File: config.mk
export PLATFORM = sky130hd
export DESIGN_NAME = ohd_defect_mon
export DESIGN_NICKNAME = d
export VERILOG_FILES = /design/src/rtl/ohd_pkg.sv /design/src/rtl/ohd_persist_filter.sv /design/src/rtl/ohd_cfg_regs.sv /design/src/rtl/ohd_defect_mon.sv
export SDC_FILE = /design/constraint.sdc
export NUM_CORES = 1
export LEC_CHECK = 0
export BUFFER_PORTS_ARGS = -buffer_cell sky130_fd_sc_hd__buf_2
export CORE_MARGIN = 5
export CORE_UTILIZATION = 29
export CTS_BUF_LIST = sky130_fd_sc_hd__clkbuf_4 sky130_fd_sc_hd__clkbuf_8
export DETAILED_ROUTE_END_ITERATION = 7
export GPL_ROUTABILITY_DRIVEN = 0
export REMOVE_ABC_BUFFERS = 1
export SLEW_MARGIN = 20
export SYNTH_ARGS = -nofsm -noshare
export SYNTH_HDL_FRONTEND = slang
export SYNTH_HIERARCHICAL = 1
export SYNTH_SLANG_ARGS = --single-unit
File: constraint.sdc
create_clock -name clk_i -period 6.55 [get_ports clk_i]
set_input_delay 0.3275 -clock clk_i [delete_from_list [all_inputs] [get_ports clk_i]]
set_output_delay 0.3275 -clock clk_i [all_outputs]
set_load 0.02 [all_outputs]
File: src/rtl/ohd_pkg.sv
package ohd_pkg;
  localparam int NDEF    = 6;
  localparam int D_LAIS  = 0;
  localparam int D_LFERF = 1;
  localparam int D_PFERF = 2;
  localparam int D_PRDI  = 3;
  localparam int D_UNEQ  = 4;
  localparam int D_PLM   = 5;

  function automatic logic label_known(input logic [7:0] c2);
    return (c2 == 8'h00) || (c2 == 8'h01) || (c2 == 8'h13);
  endfunction
endpackage

File: src/rtl/ohd_persist_filter.sv
module ohd_persist_filter #(
  parameter int CW = 4
) (
  input  logic          clk_i,
  input  logic          rst_ni,
  input  logic          strobe_i,
  input  logic          cond_i,
  input  logic [CW-1:0] thr_i,
  input  logic          kill_i,
  output logic          state_o,
  output logic          change_o
);
  logic          state_q, state_d;
  logic [CW-1:0] run_q, run_d;
  logic [CW:0]   run_inc;

  assign run_inc = {1'b0, run_q} + 1'b1;

  always_comb begin
    state_d = state_q;
    run_d   = run_q;
    if (kill_i) begin
      state_d = 1'b0;
      run_d   = '0;
    end else if (strobe_i) begin
      if (cond_i != state_q) begin
        if (run_inc >= {1'b0, thr_i}) begin
          state_d = cond_i;
          run_d   = '0;
        end else begin
          run_d = run_inc[CW-1:0];
        end
      end else begin
        run_d = '0;
      end
    end
  end

  always_ff @(posedge clk_i or negedge rst_ni) begin
    if (!rst_ni) begin
      state_q <= 1'b0;
      run_q   <= '0;
    end else begin
      state_q <= state_d;
      run_q   <= run_d;
    end
  end

  assign state_o  = state_q;
  assign change_o = state_d ^ state_q;
endmodule

File: src/rtl/ohd_cfg_regs.sv
module ohd_cfg_regs #(
  parameter int CW        = 4,
  parameter int LAIS_DEF  = 5,
  parameter int LFERF_DEF = 5,
  parameter int PRDI_DEF  = 10
) (
  input  logic          clk_i,
  input  logic          rst_ni,
  input  logic          we_i,
  input  logic [1:0]    addr_i,
  input  logic [CW-1:0] wdata_i,
  output logic [CW-1:0] thr_lais_o,
  output logic [CW-1:0] thr_lferf_o,
  output logic [CW-1:0] thr_prdi_o
);
  logic [CW-1:0] lais_q, lferf_q, prdi_q;

  always_ff @(posedge clk_i or negedge rst_ni) begin
    if (!rst_ni) begin
      lais_q  <= CW'(LAIS_DEF);
      lferf_q <= CW'(LFERF_DEF);
      prdi_q  <= CW'(PRDI_DEF);
    end else if (we_i) begin
      case (addr_i)
        2'd0:    lais_q  <= wdata_i;
        2'd1:    lferf_q <= wdata_i;
        2'd2:    prdi_q  <= wdata_i;
        default: ;
      endcase
    end
  end

  // zero count behaves as one frame
  assign thr_lais_o  = (lais_q  == '0) ? CW'(1) : lais_q;
  assign thr_lferf_o = (lferf_q == '0) ? CW'(1) : lferf_q;
  assign thr_prdi_o  = (prdi_q  == '0) ? CW'(1) : prdi_q;
endmodule

File: src/rtl/ohd_defect_mon.sv
module ohd_defect_mon
  import ohd_pkg::*;
#(
  parameter int CW         = 4,
  parameter int LAIS_DEF   = 5,
  parameter int LFERF_DEF  = 5,
  parameter int PRDI_DEF   = 10,
  parameter int C2_PERSIST = 5
) (
  input  logic            clk_i,
  input  logic            rst_ni,
  input  logic            frame_i,
  input  logic [7:0]      k2_i,
  input  logic [7:0]      g1_i,
  input  logic [7:0]      c2_i,
  input  logic            pais_i,
  input  logic            cfg_we_i,
  input  logic [1:0]      cfg_addr_i,
  input  logic [CW-1:0]   cfg_wdata_i,
  output logic [NDEF-1:0] status_o,
  output logic            irq_o
);
  logic [NDEF-1:0] cond, change;
  logic [CW-1:0]   thr [NDEF];
  logic [CW-1:0]   thr_lais, thr_lferf, thr_prdi;
  logic            irq_q;

  ohd_cfg_regs #(
    .CW(CW), .LAIS_DEF(LAIS_DEF), .LFERF_DEF(LFERF_DEF), .PRDI_DEF(PRDI_DEF)
  ) i_cfg (
    .clk_i      (clk_i),
    .rst_ni     (rst_ni),
    .we_i       (cfg_we_i),
    .addr_i     (cfg_addr_i),
    .wdata_i    (cfg_wdata_i),
    .thr_lais_o (thr_lais),
    .thr_lferf_o(thr_lferf),
    .thr_prdi_o (thr_prdi)
  );

  // bit 1 of a byte is the MSB
  always_comb begin
    cond[D_LAIS]  = (k2_i[2:0] == 3'b111);
    cond[D_LFERF] = (k2_i[2:0] == 3'b110);
    cond[D_PFERF] = (g1_i[7:4] == 4'b1001);
    cond[D_PRDI]  = g1_i[3] | g1_i[2];
    cond[D_UNEQ]  = (c2_i == 8'h00);
    cond[D_PLM]   = !label_known(c2_i);
    thr[D_LAIS]   = thr_lais;
    thr[D_LFERF]  = thr_lferf;
    thr[D_PFERF]  = CW'(1);
    thr[D_PRDI]   = thr_prdi;
    thr[D_UNEQ]   = CW'(C2_PERSIST);
    thr[D_PLM]    = CW'(C2_PERSIST);
  end

  for (genvar i = 0; i < NDEF; i++) begin : g_flt
    logic kill;
    if (i == D_PRDI) begin : g_kill
      assign kill = pais_i;
    end else begin : g_nokill
      assign kill = 1'b0;
    end
    ohd_persist_filter #(.CW(CW)) i_flt (
      .clk_i   (clk_i),
      .rst_ni  (rst_ni),
      .strobe_i(frame_i),
      .cond_i  (cond[i]),
      .thr_i   (thr[i]),
      .kill_i  (kill),
      .state_o (status_o[i]),
      .change_o(change[i])
    );
  end

  always_ff @(posedge clk_i or negedge rst_ni) begin
    if (!rst_ni) irq_q <= 1'b0;
    else         irq_q <= |change;
  end

  assign irq_o = irq_q;
endmodule

==> results.md, run 1 <==
* Status: finished with violations
* Failing checks: hold timing
* Synthesized instance count at 374
* H-tree depth at 2
* R2r setup slk at 3.66 ns
* Min Clock Period, post-route at 2.889 ns
* Area grow syn2layout at 11.04%
* Ant diodes at 0
* Final Skew at 0.006786 ns
* Final setup fails at 0
* First-pass GRT wire length at 12,360 um
* Post-DP HPWL at 5306 um
* CTS tree: yes
* Peak supply drop at 0.00007746 V
* DR vias at 2,733
* Finished Layout Cells at 578
* Row count at 41
* Num ports at 42
* Clk sink count at 43
* Power Density at 159.8 nW/um2
* Worst path max stage delay at 0.55 ns
* Type of origin of the critical path: register
* Vias per inst at 4.728
* Cell variety after synth at 53
* Headroom to the max-slew limit at 55.73%
* Starting Density at 29.24%
* Post-synth EDFFs at 0
* TritonCTS Buffers at 5
* Setup TNS Final at 0 ns
* Ys async rst share at 100.0%
* Slew Limit Fails at 0
* Area leader, netlist: dfrtp_1
* Leak at 0.001824 uW
* Max stage delay cell, worst path: nor4_1
* Critical path class: register to register
* Clock latency on the worst-skew pair at 0.30 ns
* Core ar. at 12,520 um2
* NumNets Final at 470
* R2R Path End: irq_o
* F_max at 0.3462 GHz
* ANT nets after route at 0
* Die width at 122.3 um
* Top-area cell type share of the netlist area at 25.30%
* Initial antenna violation count at 0
* Tcrit/Tclk final at 44.10%
* Main synth FF type: dfrtp_1
* DR pass1 iterations at 4
* DR WL/cell at 11.82 um
* Remaining Overflow, GRT at 0
* Worst reg2reg path depth at 9
* DRC Markers at 0
* Most frequent cells in the layout: 37 x dfrtp_1, 33 x buf_2, 30 x inv_1, 30 x ha_1, 24 x nand2_1
* Hold buffers post-CTS at 0
* CP endpoint kind: register
* Die area at 14,970 um2
* Vias in the first global route at 2,793
* Max-Cap Viols at 0
* FF-to-FF Start: g_flt[3].i_flt/run_q[0]
* GRT Overall Usage at 9.929%
* Synth top area cells: dfrtp_1 25%, ha_1 10%, dfstp_2 4.3%
* Worst-margin pin slew at 0.6551 ns
* Crit-path cells: ha_1 -> xor2_1 -> ha_1 -> a21o_1 -> a31oi_4 -> o21ai_1 -> a31o_2 -> nor4_1 -> nand2_1
* Worst setup margin at 3.661 ns
* Commonest non-fill, non-tap cell in the layout: dfrtp_1
* WP data required at 6.72 ns
* Final wirelength at 6832 um
* Reg clk slew, reported paths at 0.08 ns
* Max Buffers Root-to-Sink at 2
* Worst Hold Class: input port to async pin
* Resized Gates After CTS at 0
* Crit path top cell by count: ha_1
* Synth Warn # at 6
* Synthesized area at 3660 um2
* # port buffers at 34
* Layout cell share with drive strength beyond 1 at 25.12%
* Root buffer cell: clkbuf_8
* Post-CTS setup buffer count at 0
* Final hold violation count at 1
* Initial DRC Count at 99
* Placed Cells at 570
* Largest net degree at the start of global routing at 61
* Critical path data arrival time at 3.06 ns
* RSZ-0062 raised after global routing: no
* Post-synthesis sequential area ratio at 29.61%
* Placement Setup Slack at 3.605 ns
* Hold_ws at -0.0003166 ns
* Post-synthesis average cell area at 9.785 um2
* Die height at 122.3 um
* Synthesized flop and latch total at 43
* CP max FO at 5
## worst max-delay path by stage
stage,start,end
floorplan,g_flt[3].i_flt/run_q[0],irq_o
global placement,g_flt[3].i_flt/run_q[0],irq_o
detailed placement,g_flt[3].i_flt/run_q[0],irq_o
CTS,g_flt[3].i_flt/run_q[0],irq_o
global route,g_flt[3].i_flt/run_q[0],irq_o
finish,g_flt[3].i_flt/run_q[0],irq_o
## power breakdown
| group | internal, uW | switching, uW |
|---|---|---|
| Clock | 78.7 | 93.0 |
| Combinational | 75.4 | 94.0 |
| Sequential | 291 | 17.3 |
## metrics by stage
step | total power (uW) | instance area (um2) | util, %
finish | 649.4 | 4064 | 32.47
global route | 693.4 | 4064 | 32.47
CTS | 660.9 | 4061 | 32.45
detailed placement | 483.6 | 3973 | 31.74
global placement | 477.5 | 3973 | 31.74
floorplan | 432.3 | 3580 | -
## state kept, by name, indices dropped and copies added (netlist names)
name,count
g_flt.i_flt/run_q,24
i_cfg/prdi_q,4
irq_o,1
i_cfg/lferf_q,4
g_flt.i_flt/state_o,6
i_cfg/lais_q,4
## critical path, delay by kind of cell (launching register included)
kind	cells	cell delay, ns
compound gates	4	0.84
simple gates	2	0.67
fa+ha+maj	2	0.62
flops	1	0.43
xor+xnor	1	0.19
## cell type report
| type | count | area (um2) |
|---|---|---|
| inverters | 31 | 116.4 |
| fillers | 1289 | 8453 |
| multi-input cells | 289 | 2380 |
| clock inverters | 2 | 12.51 |
| flip-flops and latches | 43 | 1084 |
| clock buffers | 6 | 76.32 |
| repair buffers | 35 | 180.2 |
| well taps | 172 | 215.2 |
## cell usage after synthesis, types with 2 or more instances
library cell  count
a21o_1            5
o21ai_1           5
inv_1            30
nor2_1           19
xor2_1            6
nand3_1          12
dfrtp_1          37
mux2_2           12
ha_1             30
a21oi_1           2
buf_6             5
a31o_1           10
a2bb2oi_1         6
mux2i_1           6
nand2b_1         16
nor3_1            3
a22o_1            6
a31o_4            5
nor2b_1           7
nor3_4            5
o31ai_1           6
xnor2_1          12
a31oi_4           5
o2111ai_1         5
or2_2             5
nand3b_1          9
a31oi_1           5
clkbuf_1         20
conb_1            2
o21a_4            5
dfstp_2           6
nor3b_1          12
a31o_2            8
nand2_1          24
o211ai_1          5
## metal layers
| layer | up-vias | wire length [um] | track usage, % |
|---|---|---|---|
| met4 | 0 | 107 | 3.289 |
| met5 | - | 0 | 0 |
| met2 | 15 | 3672 | 18.58 |
| met1 | 1329 | 2925 | 11.33 |
| met3 | 7 | 125 | 1.751 |
| li1 | 1382 | - | - |
## cell families (layout without fill, tap and decap cells)
kind of cell | Yosys count | after routing | synth area share, %
flip-flops | 43 | 43 | 29.61
other | 2 | 17 | 0.2052
adder cells (fa/ha/maj) | 30 | 30 | 10.26
AO/OA/AOI/OAI | 85 | 85 | 23.11
buffers and inverters | 57 | 74 | 6.906
AND/OR/NAND/NOR | 121 | 121 | 20.27
multiplexers | 18 | 18 | 5.333
XOR/XNOR | 18 | 18 | 4.308
(Power assumes the default switching activity.)
==> run 2: changes to the inputs <==
clock period = 2.47 ns   (was 6.55 ns; I/O delays follow)
==> results.md, run 2 (same netlist as run 1, synthesis figures left out) <==
* Headroom to the max-slew limit at 51.70%
* R2r setup slk at 0.08 ns
* Area grow syn2layout at 15.04%
* Type of origin of the critical path: register
* DP Area at 4063 um2
* Final Cell Area at 4210 um2
* Largest reg by FF count: g_flt.i_flt/run_q
* Post-DP HPWL at 5475 um
* Clock latency on the worst-skew pair at 0.29 ns
* Hold path start: cfg_wdata_i[2]
* Starting Density at 29.24%
* Crit-path cells: nor3_1 -> or2_2 -> ha_1 -> nand2b_1 -> a31oi_4 -> o21ai_2 -> a31o_2 -> nor4_2 -> nand2_1
* Max-Cap Viols at 0
* Final setup fails at 0
* Critical path data arrival time at 2.58 ns
* Cells on Worst Hold Path at 2
* Reg clk slew, reported paths at 0.08 ns
* Vias in the first global route at 2,760
* Area of the multi-input gates at 2396 um2
* R2R Path End: irq_o
* Row count at 41
* Final Skew at 0.006493 ns
* Num ports at 42
* DR WL/cell at 11.83 um
* H-tree depth at 2
* Worst hold endpoint: i_cfg/prdi_q[2]
* Worst Hold Class: input port to register
* Finished Layout Cells at 593
* Reg area at 1084 um2
* Max Buffers Root-to-Sink at 2
* WP data required at 2.65 ns
* Largest net degree at the start of global routing at 44
* Core ar. at 12,520 um2
* Worst path max stage delay at 0.55 ns
* Leak at 0.001907 uW
* Status: finished clean
* Power Density at 430.1 nW/um2
* # port buffers at 34
* ANT nets after route at 0
* Die height at 122.3 um
* Critical path class: register to register
* Min Clock Period, post-route at 2.391 ns
* CP endpoint kind: register
* Peak supply drop at 0.0002292 V
* Max stage delay cell, worst path: dfstp_2
* Initial antenna violation count at 0
* NumNets Final at 485
* CP max FO at 3
* F_max at 0.4182 GHz
* DR vias at 2,785
* Placement Setup Slack at 0.07350 ns
* First-pass GRT wire length at 12,360 um
* Worst setup margin at 0.07862 ns
* FF-to-FF Start: i_cfg/prdi_q[1]
* Max FFs per register at 24
* Remaining Overflow, GRT at 0
* Die width at 122.3 um
* Placed Cells at 582
* CP delay by family, top: simple AND/OR/NAND/NOR gates
* Most frequent cells in the layout: 37 x dfrtp_1, 33 x buf_2, 30 x inv_1
* Worst reg2reg path depth at 9
* TritonCTS Buffers at 5
* Die area at 14,970 um2
* Tcrit/Tclk final at 96.82%
* GRT Overall Usage at 9.833%
* Ant diodes at 0
* Vias per inst at 4.696
* Final wirelength at 7013 um
* Worst-margin pin slew at 0.7245 ns
* Buffers plus inverters on the worst setup path at 0
* Root buffer cell: clkbuf_8
* CTS tree: yes
* Commonest non-fill, non-tap cell in the layout: dfrtp_1
* DR pass1 iterations at 4
* Slew Limit Fails at 0
* Initial DRC Count at 120
* Clk sink count at 43
* Final Total Pwr at 1811 uW
* Final hold violation count at 0
* Fillers at 1,281
* DRC Markers at 0
* Layout cell share with drive strength beyond 1 at 28.50%
* Setup TNS Final at 0 ns
[run 2: cell count changes in the layout (fill, tap and decap cells not counted), sizes merged]
cell         previous run  this run
clkbuf                  6         7
dlygate4sd3             0         1
buf                    35        49
clkinv                  1         0
[run 2: cell type report]
| cell class | count | share of cell area [%] |
|---|---|---|
| clock inverters | 1 | 0.1783 |
| clock buffers | 7 | 2.288 |
| inverters | 31 | 2.764 |
| repair buffers | 50 | 7.013 |
| flip-flops and latches | 43 | 25.74 |
| well taps | 172 | 5.111 |
| multi-input cells | 289 | 56.91 |
[run 2: what timing repair did]
action                                 in CTS  in global routing
gates resized for setup                     0                  4
endpoints found under the hold margin       0                 37
hold buffers                                0                  1
setup buffers                               0                  2
setup endpoints to repair                   0                  1
[run 2: metal layers]
metal / vias to the layer above / wire [um] / track usage, %
met1: 1337 / 3175 / 11.90
met4: 0 / 82 / 2.729
met3: 6 / 132 / 1.290
met2: 35 / 3622 / 18.17
li1: 1407 / - / -
met5: - / 0 / 0
[run 2: where the power goes]
| part | switching (uW) | internal (uW) |
|---|---|---|
| combinational | 264 | 233 |
| clock | 246 | 255 |
| sequential | 41.7 | 772 |
[run 2: worst register-to-register path, cell delays in order, from the launching register on]
cell and delay, ns:
dfstp_2 0.55, nor3_1 0.05, or2_2 0.27, ha_1 0.29, nand2b_1 0.17, a31oi_4 0.24
o21ai_2 0.10, a31o_2 0.25, nor4_2 0.29, nand2_1 0.08
[run 2: how the worst max path moves through the flow]
stage	end	cells after the start	slack, ns	start
2_1_floorplan	irq_o	9	0.12	g_flt[3].i_flt/run_q[0]
3_3_place_gp	irq_o	9	0.10	i_cfg/prdi_q[1]
3_5_place_dp	irq_o	9	0.07	i_cfg/prdi_q[1]
4_1_cts	irq_o	9	0.05	i_cfg/prdi_q[1]
5_1_grt	irq_o	9	-0.06	g_flt[5].i_flt/run_q[1]
6_report	irq_o	9	0.08	i_cfg/prdi_q[1]
[run 2: per-stage QoR]
| stage | hold slack (ns) | utilization (%) |
|---|---|---|
| 6_report | 0.1004 | 33.64 |
| 5_1_grt | 0.08472 | 33.64 |
| 4_1_cts | 0.02604 | 33.29 |
| 3_5_place_dp | 0.3550 | 32.46 |
| 3_3_place_gp | 0.3491 | 32.46 |
| 2_1_floorplan | -0.1721 | - |
